<file path="src/rtl/cfg_serial_pkg.sv">
// Package: shared types for the serial configuration receiver.
// Assumes nothing beyond a standard 1800-2017 compiler.
package cfg_serial_pkg;

    // Frame receiver state
    typedef enum logic [1:0] {
        ST_IDLE  = 2'd0,   // bus free or no frame yet
        ST_SHIFT = 2'd1,   // shifting in data bits
        ST_ACK   = 2'd2,   // holding SDA low for the acknowledge clock
        ST_SKIP  = 2'd3    // frame not for us, wait for start or stop
    } rx_state_e;

    // Default write address, write direction bit included
    localparam logic [7:0] DEFAULT_DEV_ADDR = 8'hD2;

endpackage

</file>
<file path="src/rtl/cfg_line_sync.sv">
// Module: cfg_line_sync
// Brings one asynchronous bus line into the system clock domain through
// STAGES flops, then keeps one history flop for edge detection.
// Assumes the line idles high (open-drain bus), so reset loads ones.
module cfg_line_sync #(
    parameter int STAGES = 2
) (
    input  logic clk,
    input  logic rst_n,
    input  logic line_i,
    output logic level_o,
    output logic rise_o,
    output logic fall_o
);

    logic [STAGES:0] chain_q;

    // Synchronizer chain plus one history stage
    always_ff @(posedge clk) begin
        if (!rst_n) begin
            chain_q <= '1;
        end else begin
            chain_q <= {chain_q[STAGES-1:0], line_i};
        end
    end

    // Level is the last synchronized stage; edges compare it with history
    always_comb begin
        level_o = chain_q[STAGES-1];
        rise_o  = chain_q[STAGES-1] & ~chain_q[STAGES];
        fall_o  = ~chain_q[STAGES-1] & chain_q[STAGES];
    end

endmodule

</file>
<file path="src/rtl/cfg_frame_fsm.sv">
// Module: cfg_frame_fsm
// Receives bytes from synchronized bus events, checks the address, skips
// the framing bytes, issues register writes and drives the acknowledge.
// Assumes start/stop and SCL edges are single-cycle pulses that never
// coincide with each other.
module cfg_frame_fsm
    import cfg_serial_pkg::*;
#(
    parameter int         DATA_W     = 8,
    parameter int         NUM_REGS   = 8,
    parameter int         SKIP_BYTES = 2,
    parameter logic [7:0] DEV_ADDR   = DEFAULT_DEV_ADDR,
    localparam int        REG_IDX_W  = (NUM_REGS > 1) ? $clog2(NUM_REGS) : 1
) (
    input  logic                 clk,
    input  logic                 rst_n,
    input  logic                 scl_rise_i,
    input  logic                 scl_fall_i,
    input  logic                 sda_lvl_i,
    input  logic                 start_i,
    input  logic                 stop_i,
    output logic                 wr_en_o,
    output logic [REG_IDX_W-1:0] wr_idx_o,
    output logic [DATA_W-1:0]    wr_data_o,
    output logic                 sda_pull_o,
    output logic                 upd_o
);

    localparam int FIRST_DATA = 1 + SKIP_BYTES;
    localparam int END_BYTE   = FIRST_DATA + NUM_REGS;
    localparam int BYTE_W     = $clog2(END_BYTE + 1);
    localparam int BIT_W      = $clog2(DATA_W + 1);

    rx_state_e             state_q;
    logic [DATA_W-1:0]     shreg_q;
    logic [BIT_W-1:0]      bit_cnt_q;
    logic [BYTE_W-1:0]     byte_idx_q;
    logic [REG_IDX_W-1:0]  data_idx_q;
    logic                  pull_q;
    logic                  wrote_q;
    logic                  upd_q;

    logic byte_done;
    logic is_addr;
    logic addr_ok;
    logic data_slot;
    logic accept;

    // Decode the end of a byte and what to do with it
    always_comb begin
        byte_done = (state_q == ST_SHIFT) && scl_fall_i
                    && (bit_cnt_q == BIT_W'(DATA_W));
        is_addr   = (byte_idx_q == '0);
        addr_ok   = (shreg_q[DATA_W-1 -: 8] == DEV_ADDR);
        data_slot = (byte_idx_q >= BYTE_W'(FIRST_DATA))
                    && (byte_idx_q < BYTE_W'(END_BYTE));
        accept    = is_addr ? addr_ok : (byte_idx_q < BYTE_W'(END_BYTE));
    end

    // Frame sequencing: bit/byte counters, shifter, ack drive, write flag
    always_ff @(posedge clk) begin
        if (!rst_n) begin
            state_q    <= ST_IDLE;
            shreg_q    <= '0;
            bit_cnt_q  <= '0;
            byte_idx_q <= '0;
            data_idx_q <= '0;
            pull_q     <= 1'b0;
            wrote_q    <= 1'b0;
        end else if (start_i) begin
            state_q    <= ST_SHIFT;
            bit_cnt_q  <= '0;
            byte_idx_q <= '0;
            data_idx_q <= '0;
            pull_q     <= 1'b0;
            wrote_q    <= 1'b0;
        end else if (stop_i) begin
            state_q    <= ST_IDLE;
            bit_cnt_q  <= '0;
            pull_q     <= 1'b0;
            wrote_q    <= 1'b0;
        end else begin
            case (state_q)
                ST_SHIFT: begin
                    if (scl_rise_i && (bit_cnt_q < BIT_W'(DATA_W))) begin
                        shreg_q   <= {shreg_q[DATA_W-2:0], sda_lvl_i};
                        bit_cnt_q <= bit_cnt_q + BIT_W'(1);
                    end else if (byte_done) begin
                        if (accept) begin
                            pull_q  <= 1'b1;
                            state_q <= ST_ACK;
                        end else begin
                            state_q <= ST_SKIP;
                        end
                        if (data_slot) begin
                            wrote_q    <= 1'b1;
                            data_idx_q <= data_idx_q + REG_IDX_W'(1);
                        end
                    end
                end
                ST_ACK: begin
                    if (scl_fall_i) begin
                        pull_q     <= 1'b0;
                        state_q    <= ST_SHIFT;
                        bit_cnt_q  <= '0;
                        byte_idx_q <= byte_idx_q + BYTE_W'(1);
                    end
                end
                default: begin
                    // idle or skipping: wait for the next start or stop
                end
            endcase
        end
    end

    // Update pulse: one cycle after a stop that closes a storing frame
    always_ff @(posedge clk) begin
        if (!rst_n) begin
            upd_q <= 1'b0;
        end else begin
            upd_q <= stop_i && wrote_q;
        end
    end

    // Drive the write port straight from the completed byte
    always_comb begin
        wr_en_o    = byte_done && data_slot;
        wr_idx_o   = data_idx_q;
        wr_data_o  = shreg_q;
        sda_pull_o = pull_q;
        upd_o      = upd_q;
    end

endmodule

</file>
<file path="src/rtl/cfg_reg_bank.sv">
// Module: cfg_reg_bank
// Holds NUM_REGS configuration registers, each with its own reset value
// taken from RESET_VALS. Accepts one write per cycle.
// Assumes wr_idx_i is below NUM_REGS whenever wr_en_i is high.
module cfg_reg_bank #(
    parameter int                          NUM_REGS   = 8,
    parameter int                          DATA_W     = 8,
    parameter logic [NUM_REGS*DATA_W-1:0]  RESET_VALS = '0,
    localparam int                         REG_IDX_W  = (NUM_REGS > 1) ? $clog2(NUM_REGS) : 1
) (
    input  logic                        clk,
    input  logic                        rst_n,
    input  logic                        wr_en_i,
    input  logic [REG_IDX_W-1:0]        wr_idx_i,
    input  logic [DATA_W-1:0]           wr_data_i,
    output logic [NUM_REGS*DATA_W-1:0]  regs_o
);

    for (genvar g = 0; g < NUM_REGS; g++) begin : g_reg
        logic [DATA_W-1:0] val_q;

        // One register: reset to its default, load on a matching write
        always_ff @(posedge clk) begin
            if (!rst_n) begin
                val_q <= RESET_VALS[g*DATA_W +: DATA_W];
            end else if (wr_en_i && (wr_idx_i == REG_IDX_W'(g))) begin
                val_q <= wr_data_i;
            end
        end

        assign regs_o[g*DATA_W +: DATA_W] = val_q;
    end

endmodule

</file>
<file path="src/rtl/cfg_serial_rx.sv">
// Module: cfg_serial_rx (top)
// Write-only two-wire configuration receiver. It synchronizes SCL and SDA,
// detects start and stop, receives frames and loads the register bank.
// Assumes the system clock is several times faster than SCL, so each bus
// phase lasts at least a few system cycles.
module cfg_serial_rx
    import cfg_serial_pkg::*;
#(
    parameter int                          NUM_REGS     = 8,
    parameter int                          DATA_W       = 8,
    parameter int                          SKIP_BYTES   = 2,
    parameter int                          SYNC_STAGES  = 2,
    parameter logic [7:0]                  DEV_ADDR     = DEFAULT_DEV_ADDR,
    parameter logic [NUM_REGS*DATA_W-1:0]  REG_DEFAULTS = 64'h8877_6655_4433_2211
) (
    input  logic                        clk,
    input  logic                        rst_n,
    input  logic                        scl_i,
    input  logic                        sda_i,
    output logic                        sda_pull_o,
    output logic [NUM_REGS*DATA_W-1:0]  cfg_regs_o,
    output logic                        cfg_upd_o
);

    localparam int REG_IDX_W = (NUM_REGS > 1) ? $clog2(NUM_REGS) : 1;
    localparam int N_LINES   = 2;   // index 0 = SCL, index 1 = SDA

    logic [N_LINES-1:0] raw_lines;
    logic [N_LINES-1:0] line_lvl;
    logic [N_LINES-1:0] line_rise;
    logic [N_LINES-1:0] line_fall;

    logic                 scl_rise;
    logic                 scl_fall;
    logic                 start_det;
    logic                 stop_det;
    logic                 wr_en;
    logic [REG_IDX_W-1:0] wr_idx;
    logic [DATA_W-1:0]    wr_data;

    assign raw_lines = {sda_i, scl_i};

    for (genvar l = 0; l < N_LINES; l++) begin : g_sync
        cfg_line_sync #(
            .STAGES (SYNC_STAGES)
        ) u_sync (
            .clk     (clk),
            .rst_n   (rst_n),
            .line_i  (raw_lines[l]),
            .level_o (line_lvl[l]),
            .rise_o  (line_rise[l]),
            .fall_o  (line_fall[l])
        );
    end

    // Bus conditions: SDA moving while SCL is high marks start or stop
    always_comb begin
        scl_rise  = line_rise[0];
        scl_fall  = line_fall[0];
        start_det = line_fall[1] && line_lvl[0];
        stop_det  = line_rise[1] && line_lvl[0];
    end

    cfg_frame_fsm #(
        .DATA_W     (DATA_W),
        .NUM_REGS   (NUM_REGS),
        .SKIP_BYTES (SKIP_BYTES),
        .DEV_ADDR   (DEV_ADDR)
    ) u_fsm (
        .clk        (clk),
        .rst_n      (rst_n),
        .scl_rise_i (scl_rise),
        .scl_fall_i (scl_fall),
        .sda_lvl_i  (line_lvl[1]),
        .start_i    (start_det),
        .stop_i     (stop_det),
        .wr_en_o    (wr_en),
        .wr_idx_o   (wr_idx),
        .wr_data_o  (wr_data),
        .sda_pull_o (sda_pull_o),
        .upd_o      (cfg_upd_o)
    );

    cfg_reg_bank #(
        .NUM_REGS   (NUM_REGS),
        .DATA_W     (DATA_W),
        .RESET_VALS (REG_DEFAULTS)
    ) u_bank (
        .clk       (clk),
        .rst_n     (rst_n),
        .wr_en_i   (wr_en),
        .wr_idx_i  (wr_idx),
        .wr_data_i (wr_data),
        .regs_o    (cfg_regs_o)
    );

endmodule

</file>
<file path="config.mk">
export PLATFORM = sky130hd
export DESIGN_NAME = cfg_serial_rx
export DESIGN_NICKNAME = d
export VERILOG_FILES = /design/src/rtl/cfg_serial_pkg.sv /design/src/rtl/cfg_line_sync.sv /design/src/rtl/cfg_frame_fsm.sv /design/src/rtl/cfg_reg_bank.sv /design/src/rtl/cfg_serial_rx.sv
export SDC_FILE = /design/constraint.sdc
export NUM_CORES = 1
export LEC_CHECK = 0
export BUFFER_PORTS_ARGS = -buffer_cell sky130_fd_sc_hd__clkbuf_2
export CAP_MARGIN = 15
export CORE_AREA = 2 2 116 118
export DETAILED_ROUTE_END_ITERATION = 7
export DIE_AREA = 0 0 118 120
export GPL_ROUTABILITY_DRIVEN = 0
export PLACE_DENSITY_LB_ADDON = 0.15
export SYNTH_ARGS = -nofsm -noshare
export SYNTH_HDL_FRONTEND = slang
export SYNTH_SLANG_ARGS = --single-unit
</file>
<file path="constraint.sdc">
create_clock -name clk -period 2.2 [get_ports clk]
set_input_delay 0 -clock clk [delete_from_list [all_inputs] [get_ports clk]]
set_output_delay 0 -clock clk [all_outputs]
set_load 0.05 [all_outputs]
</file>
# Word level (Yosys, flattened, before mapping)

Cells that the tools add are included.

Register bits after elaboration: 94
Bits in latches: 0
RAM bits: 0
ROM bits: 0
Input bits: 4
Output and inout bits: 66
Word-level logic and storage cells: 102
Memories kept: 0

Add/subtract/negate cells: 3
$mul: 0
Divide/modulo/power cells: 0
$lt $le $gt $ge: 3
Equal/unequal tests: 19
Shift operators: 0
Mux-type cells: 16
Bitwise gates (word level): 12
Reduce and logical (&&, ||, !) cells: 30

Operator list:

| kind                | number |
|---|---|
| $logic_and 1x1->1   | 16 |
| $reduce_and 4->1    | 4 |
| $eq 3x3->1 const B  | 4 |
| $reduce_and 5->1    | 2 |
| $add 4x1->4 const B | 2 |
| $eq 8x8->1 const B  | 1 |
| $lt 4x4->1 const B  | 2 |
| $mux 1              | 8 |
| $mux 4              | 2 |
| $ne 4x2->1 const B  | 2 |
| $not 1->1           | 8 |
| $pmux 4 s2          | 1 |
| $eq 3x2->1 const B  | 2 |
| $mux 2              | 3 |
| $ne 2x1->1 const B  | 3 |
| $reduce_and 3->1    | 2 |
| $and 1x1->1         | 4 |
| $eq 4x4->1 const B  | 1 |
| $ge 4x2->1 const B  | 1 |
| $logic_not 4->1     | 1 |
| $ne 2x2->1 const B  | 2 |
| $ne 4x3->1 const B  | 1 |
| $pmux 2 s2          | 1 |
| $reduce_bool 4->1   | 1 |
| other kinds (9)     | 9 |

# Longest topological paths before layout

Word-level depth: 9
Gate-level depth with buffers: 9
Gate-level depth less buffers: 7

# Modules after synthesis

Synthesis repeated with hierarchy kept, for this count alone.

Cell total of the unflattened synthesis: 382
Area total of the unflattened synthesis: 3931.3 sq um

By module, submodules not included:

| module        | instances | cells each | area an instance (sq um) | sequential area each (sq um) |
|---|---|---|---|---|
| cfg_reg_bank  | 1         | 239        | 2511.2                   | 1281.2 |
| cfg_frame_fsm | 1         | 125        | 1224.9                   | 480.5 |
| cfg_line_sync | 2         | 8          | 91.3                     | 60.1 |
| cfg_serial_rx | 1         | 2          | 12.5                     | 0.0 |

# Least setup slack after synthesis

No wires, ideal clock.

Path kind: register to register
Start point: register u_fsm.byte_idx_q[0]
End point: register u_bank.g_reg[4].val_q[4]
Setup time: 129 ps
Arrival: 1618 ps
Required time: 2071 ps
Setup slack: 452 ps
Stages on the path, launching flop included: 9
Buffers on the path: 2
Clock period less this slack: 1748 ps
Cells stage by stage: dfxtp_1 > ha_1 > or3_1 > and3_1 > buf_6 > nand4_4 > buf_4 > mux2i_1 > nand2_1

Cells in the longest elaborated chain, start to end: 4
Elaborated cells between the ends (all ways): 5
Classes of those cells: order compare (2); reduce/logical (3)

RTL lines:

| item                                            | line                                     | source |
|---|---|---|
| start: declaration                              | cfg_frame_fsm.sv:37                      | `logic [BYTE_W-1:0] byte_idx_q;` |
| start signal: assignment                        | cfg_frame_fsm.sv:106                     | `byte_idx_q <= byte_idx_q + BYTE_W'(1);` |
| $ge 4x2->1 / $lt 4x4->1 (equally long branches) | cfg_frame_fsm.sv:55, cfg_frame_fsm.sv:56 |  |
| $logic_and 1x1->1 *                             | cfg_frame_fsm.sv:56                      | `&& (byte_idx_q < BYTE_W'(END_BYTE));` |
| $logic_and 1x1->1 *                             | cfg_frame_fsm.sv:127                     | `wr_en_o = byte_done && data_slot;` |
| $logic_and 1x1->1 *                             | cfg_reg_bank.sv:26                       | `end else if (wr_en_i && (wr_idx_i == REG_IDX_W'(g))) begin` |
| end signal: assignment                          | cfg_reg_bank.sv:25                       | `val_q <= RESET_VALS[g*DATA_W +: DATA_W];` |
| end signal: assignment                          | cfg_reg_bank.sv:27                       | `val_q <= wr_data_i;` |
| end: declaration                                | cfg_reg_bank.sv:20                       | `logic [DATA_W-1:0] val_q;` |

Mark *: on every way between the ends. The rest lies on a longest branch, timed or not.
A chain may end at the register's enable or synchronous reset.

# Worst setup path in the final report

Start point: register u_fsm.byte_idx_q[0]
End point: register u_bank.g_reg[7].val_q[5]

Cells in the longest elaborated chain, start to end: 4
Elaborated cells between the ends (all ways): 5
Classes of those cells: order compare (2); reduce/logical (3)

RTL lines:

| item                                            | line |
|---|---|
| $ge 4x2->1 / $lt 4x4->1 (equally long branches) | cfg_frame_fsm.sv:55, cfg_frame_fsm.sv:56 |
| $logic_and 1x1->1 *                             | cfg_frame_fsm.sv:56 |
| $logic_and 1x1->1 *                             | cfg_frame_fsm.sv:127 |
| $logic_and 1x1->1 *                             | cfg_reg_bank.sv:26 |
| end signal: assignment                          | cfg_reg_bank.sv:25 |
| end signal: assignment                          | cfg_reg_bank.sv:27 |
| end: declaration                                | cfg_reg_bank.sv:20 |

Marks and branches as above.

==> out/metrics.yaml <==
cts_buffers: 9
ys_ff_latch: 94
hold_violations: 0
grt_max_degree: 29
area.growth.synth_to_final_pct: 21.8
rows: 42
vias: 2871
ys.flop_type: "dfxtp_1"
overflow: 0
nNetsFinal: 475
hp-start: "rst_n"
crit_start: "u_fsm.byte_idx_q[0]$_SDFFE_PP0P_"
netlist_area_um2: 3820
first_pass_iters: 4
cts_num_sinks: 94
setup_tns_ns: 0
fin_crit_ns: 1.88
grt_pass1_vias: 2715
post_cts_buffers: 0
critPathArrivalTime_ns: 2.09
fmax_ghz: 0.531
setup_viol: 0
cellInternalPower_w: 0.00266
ios: 70
drive_above_1_share_pct: 23.7
antenna_left: 0
cp-end-kind: "register"
crit_fanout: 10
synth_largest_area_cell: "dfxtp_1"
cap_viol_max_count: 0
timing.hold.ws_ns: 0.209
cts_root_buf: "clkbuf_16"
antenna_found_initial: 0
clockBufferDepth: 2
drt_iter0_drc: 155
seqPwrFrac_pct: 50.8
p_comb_share_pct: 2.9
grt_first_pass_wirelength_mm: 15.1
switchingPower_w: 0.000732
dieHeight_um: 120
worstSetupPathType: "register to register"
ys_types: 44
rsz0062_at_grt: "no"
start_util_pct: 29.5
io_buffers: 69
seq_area_frac_synth_pct: 49.2
relSlewSlack_pct: 54.2
skew_ns: 0.00718
final_cells: 640
synth_commonest_cells: "dfxtp_1 (94), mux2i_1 (43), nand2_1 (39)"
yosysWarnings: 0
wl_per_cell_um: 14.7
synth_area_leaders: "dfxtp_1 (49%), mux2i_1 (11%), ha_1 (3.9%)"
status: "finished, final reports clean"
postCtsHoldBufs: 2
cts-resized-gates: 0
clock_latency_ns: 0.34
drc: 0
globalRouteTotalUtil_pct: 13.9
synth-edff-count: 0
synth_nets: 407
via_per_inst: 4.49
timing.final.crit_share_pct: 85.7
cp.required_ns: 2.40
async_flop_share_pct: 0
die-area_um2: 14200
dp_hpwl_mm: 6.48
fp.dieW_um: 118
irDropWorstVdd_mv: 0.455
start_kind: "register"
num_antenna_cells: 0
cts_tree: "yes"
maxSlewViolCount: 0
fp.coreArea_um2: 13000
switching_share_pct: 21.6
pwr_density_cell_nw_per_um2: 727
synthCells: 391
min_path_type: "input pin to register"
clkPwrFrac_pct: 46.3
h-tree-depth: 3
place_inst: 622
avgSynthCellArea_um2: 9.78
routed_wl_mm: 9.39
post-synth-top-count-cell: "dfxtp_1"
leakagePower_nw: 2.09
cts.clk_slew.worst_paths_ns: 0.07
fillCellCount: 1341
netlist.area_leader.share_pct: 49.2
r2r_start: "u_fsm.byte_idx_q[0]$_SDFFE_PP0P_"
tightest_slew_ns: 0.687
-- layout by cell type (no fill, tap or decap), drive strengths merged, types with 2 or more instances in the layout --
master       netlist  routed
dfxtp             94      94
nand2b             8       8
nand4bb            2       2
a21oi             13      13
nand4              6       6
or3                2       2
mux2i             43      43
o211ai             2       2
o21ai             32      32
a211oi             3       3
ha                12      12
xor2               2       2
buf               12      12
clkinvlp           0       2
nor2b              3       3
nand3             32      32
nor3               4       4
and3               3       3
clkbuf            14      80
xnor2              2       2
clkinv             0       2
nor2              37      37
dlygate4sd3        0       2
nand2             40      40
inv               12      12
-- metal layers --
metal / part of all wire (%) / wire length (um) / vias up / GRT usage (%)
met3: 4.2 / 392 / 10 / 4.28
met2: 45 / 4200 / 45 / 20.8
met1: 50 / 4660 / 1336 / 18.7
li1: - / - / 1480 / -
met4: 1.5 / 138 / 0 / 5.20
met5: 0 / 0 / - / 0
-- power by group through the flow --
stage	Clock (W)	Combinational [W]	Sequential (W)
floorplan	0	0.0000730	0.00176
global placement	0	0.0000971	0.00176
detailed placement	0	0.0000970	0.00176
CTS	0.00164	0.000100	0.00172
global route	0.00171	0.000111	0.00172
finish	0.00157	0.0000989	0.00172
-- cell type report --
type | count | area [um2] | share of cell area [%]
clock buffers | 11 | 243 | 5.21
well taps | 176 | 220 | 4.73
clock inverters | 5 | 58.8 | 1.26
multi-input cells | 259 | 1740 | 37.4
inverters | 12 | 45.0 | 0.967
repair buffers | 83 | 468 | 10.0
flip-flops and latches | 94 | 1880 | 40.4
-- through the flow --
step	instance area (um2)	power (W)	worst slack, ns	util, %
after floorplan	3820	0.00183	0.452	-
after global placement	4340	0.00186	0.369	33.4
final	4660	0.00339	0.316	35.9
after CTS	4660	0.00346	0.318	35.9
after detailed placement	4340	0.00186	0.344	33.4
after global routing	4660	0.00354	0.166	35.9
-- critical path, stage by stage (launching register included) --
cell     delay, ns
dfxtp_1       0.33
ha_1          0.23
o21ai_0       0.20
and3_1        0.18
buf_4         0.25
nand3_2       0.27
mux2i_1       0.23
nor2_1        0.06
-- cell families (layout without fill, tap and decap cells) --
logic type                 count (synthesis)  after routing  share of synthesized area (%)
and+or+nand+nor                          141            141                           20.5
DFF                                       94             94                           49.2
AOI/OAI and AO/OA                         58             58                           8.70
muxes                                     44             44                           11.5
buffers and inverters                     38            111                           5.23
adders and majority gates                 12             12                           3.93
xor gates and xnor gates                   4              4                          0.916
-- sequential cells by signal (all words and copies together), names as in the netlist --
| register | cells |
|---|---|
| u_fsm.sda_pull_o | 1 |
| u_fsm.wr_data_o | 8 |
| u_fsm.wrote_q | 1 |
| u_fsm.bit_cnt_q | 4 |
| u_fsm.wr_idx_o | 3 |
| u_fsm.upd_o | 1 |
| u_fsm.state_q | 2 |
| u_bank.g.val_q | 64 |
| u_fsm.byte_idx_q | 4 |
| g_sync.u_sync.chain_q | 6 |
-- path summary, 6_finish.rpt --
| check | endpoint | slack (ns) | cells past startpoint |
|---|---|---|---|
| max | u_bank.g_reg[7].val_q[5]$_SDFFE_PN0P_ | 0.32 | 7 |
| min | u_bank.g_reg[0].val_q[0]$_SDFFE_PN1P_ | 0.21 | 2 |
| max reg2reg | u_bank.g_reg[7].val_q[5]$_SDFFE_PN0P_ | 0.32 | 7 |
| min reg2reg | g_sync[0].u_sync.chain_q[1]$_SDFF_PN1_ | 0.41 | 1 |
Note: power is estimated with default switching activity, not from simulation.
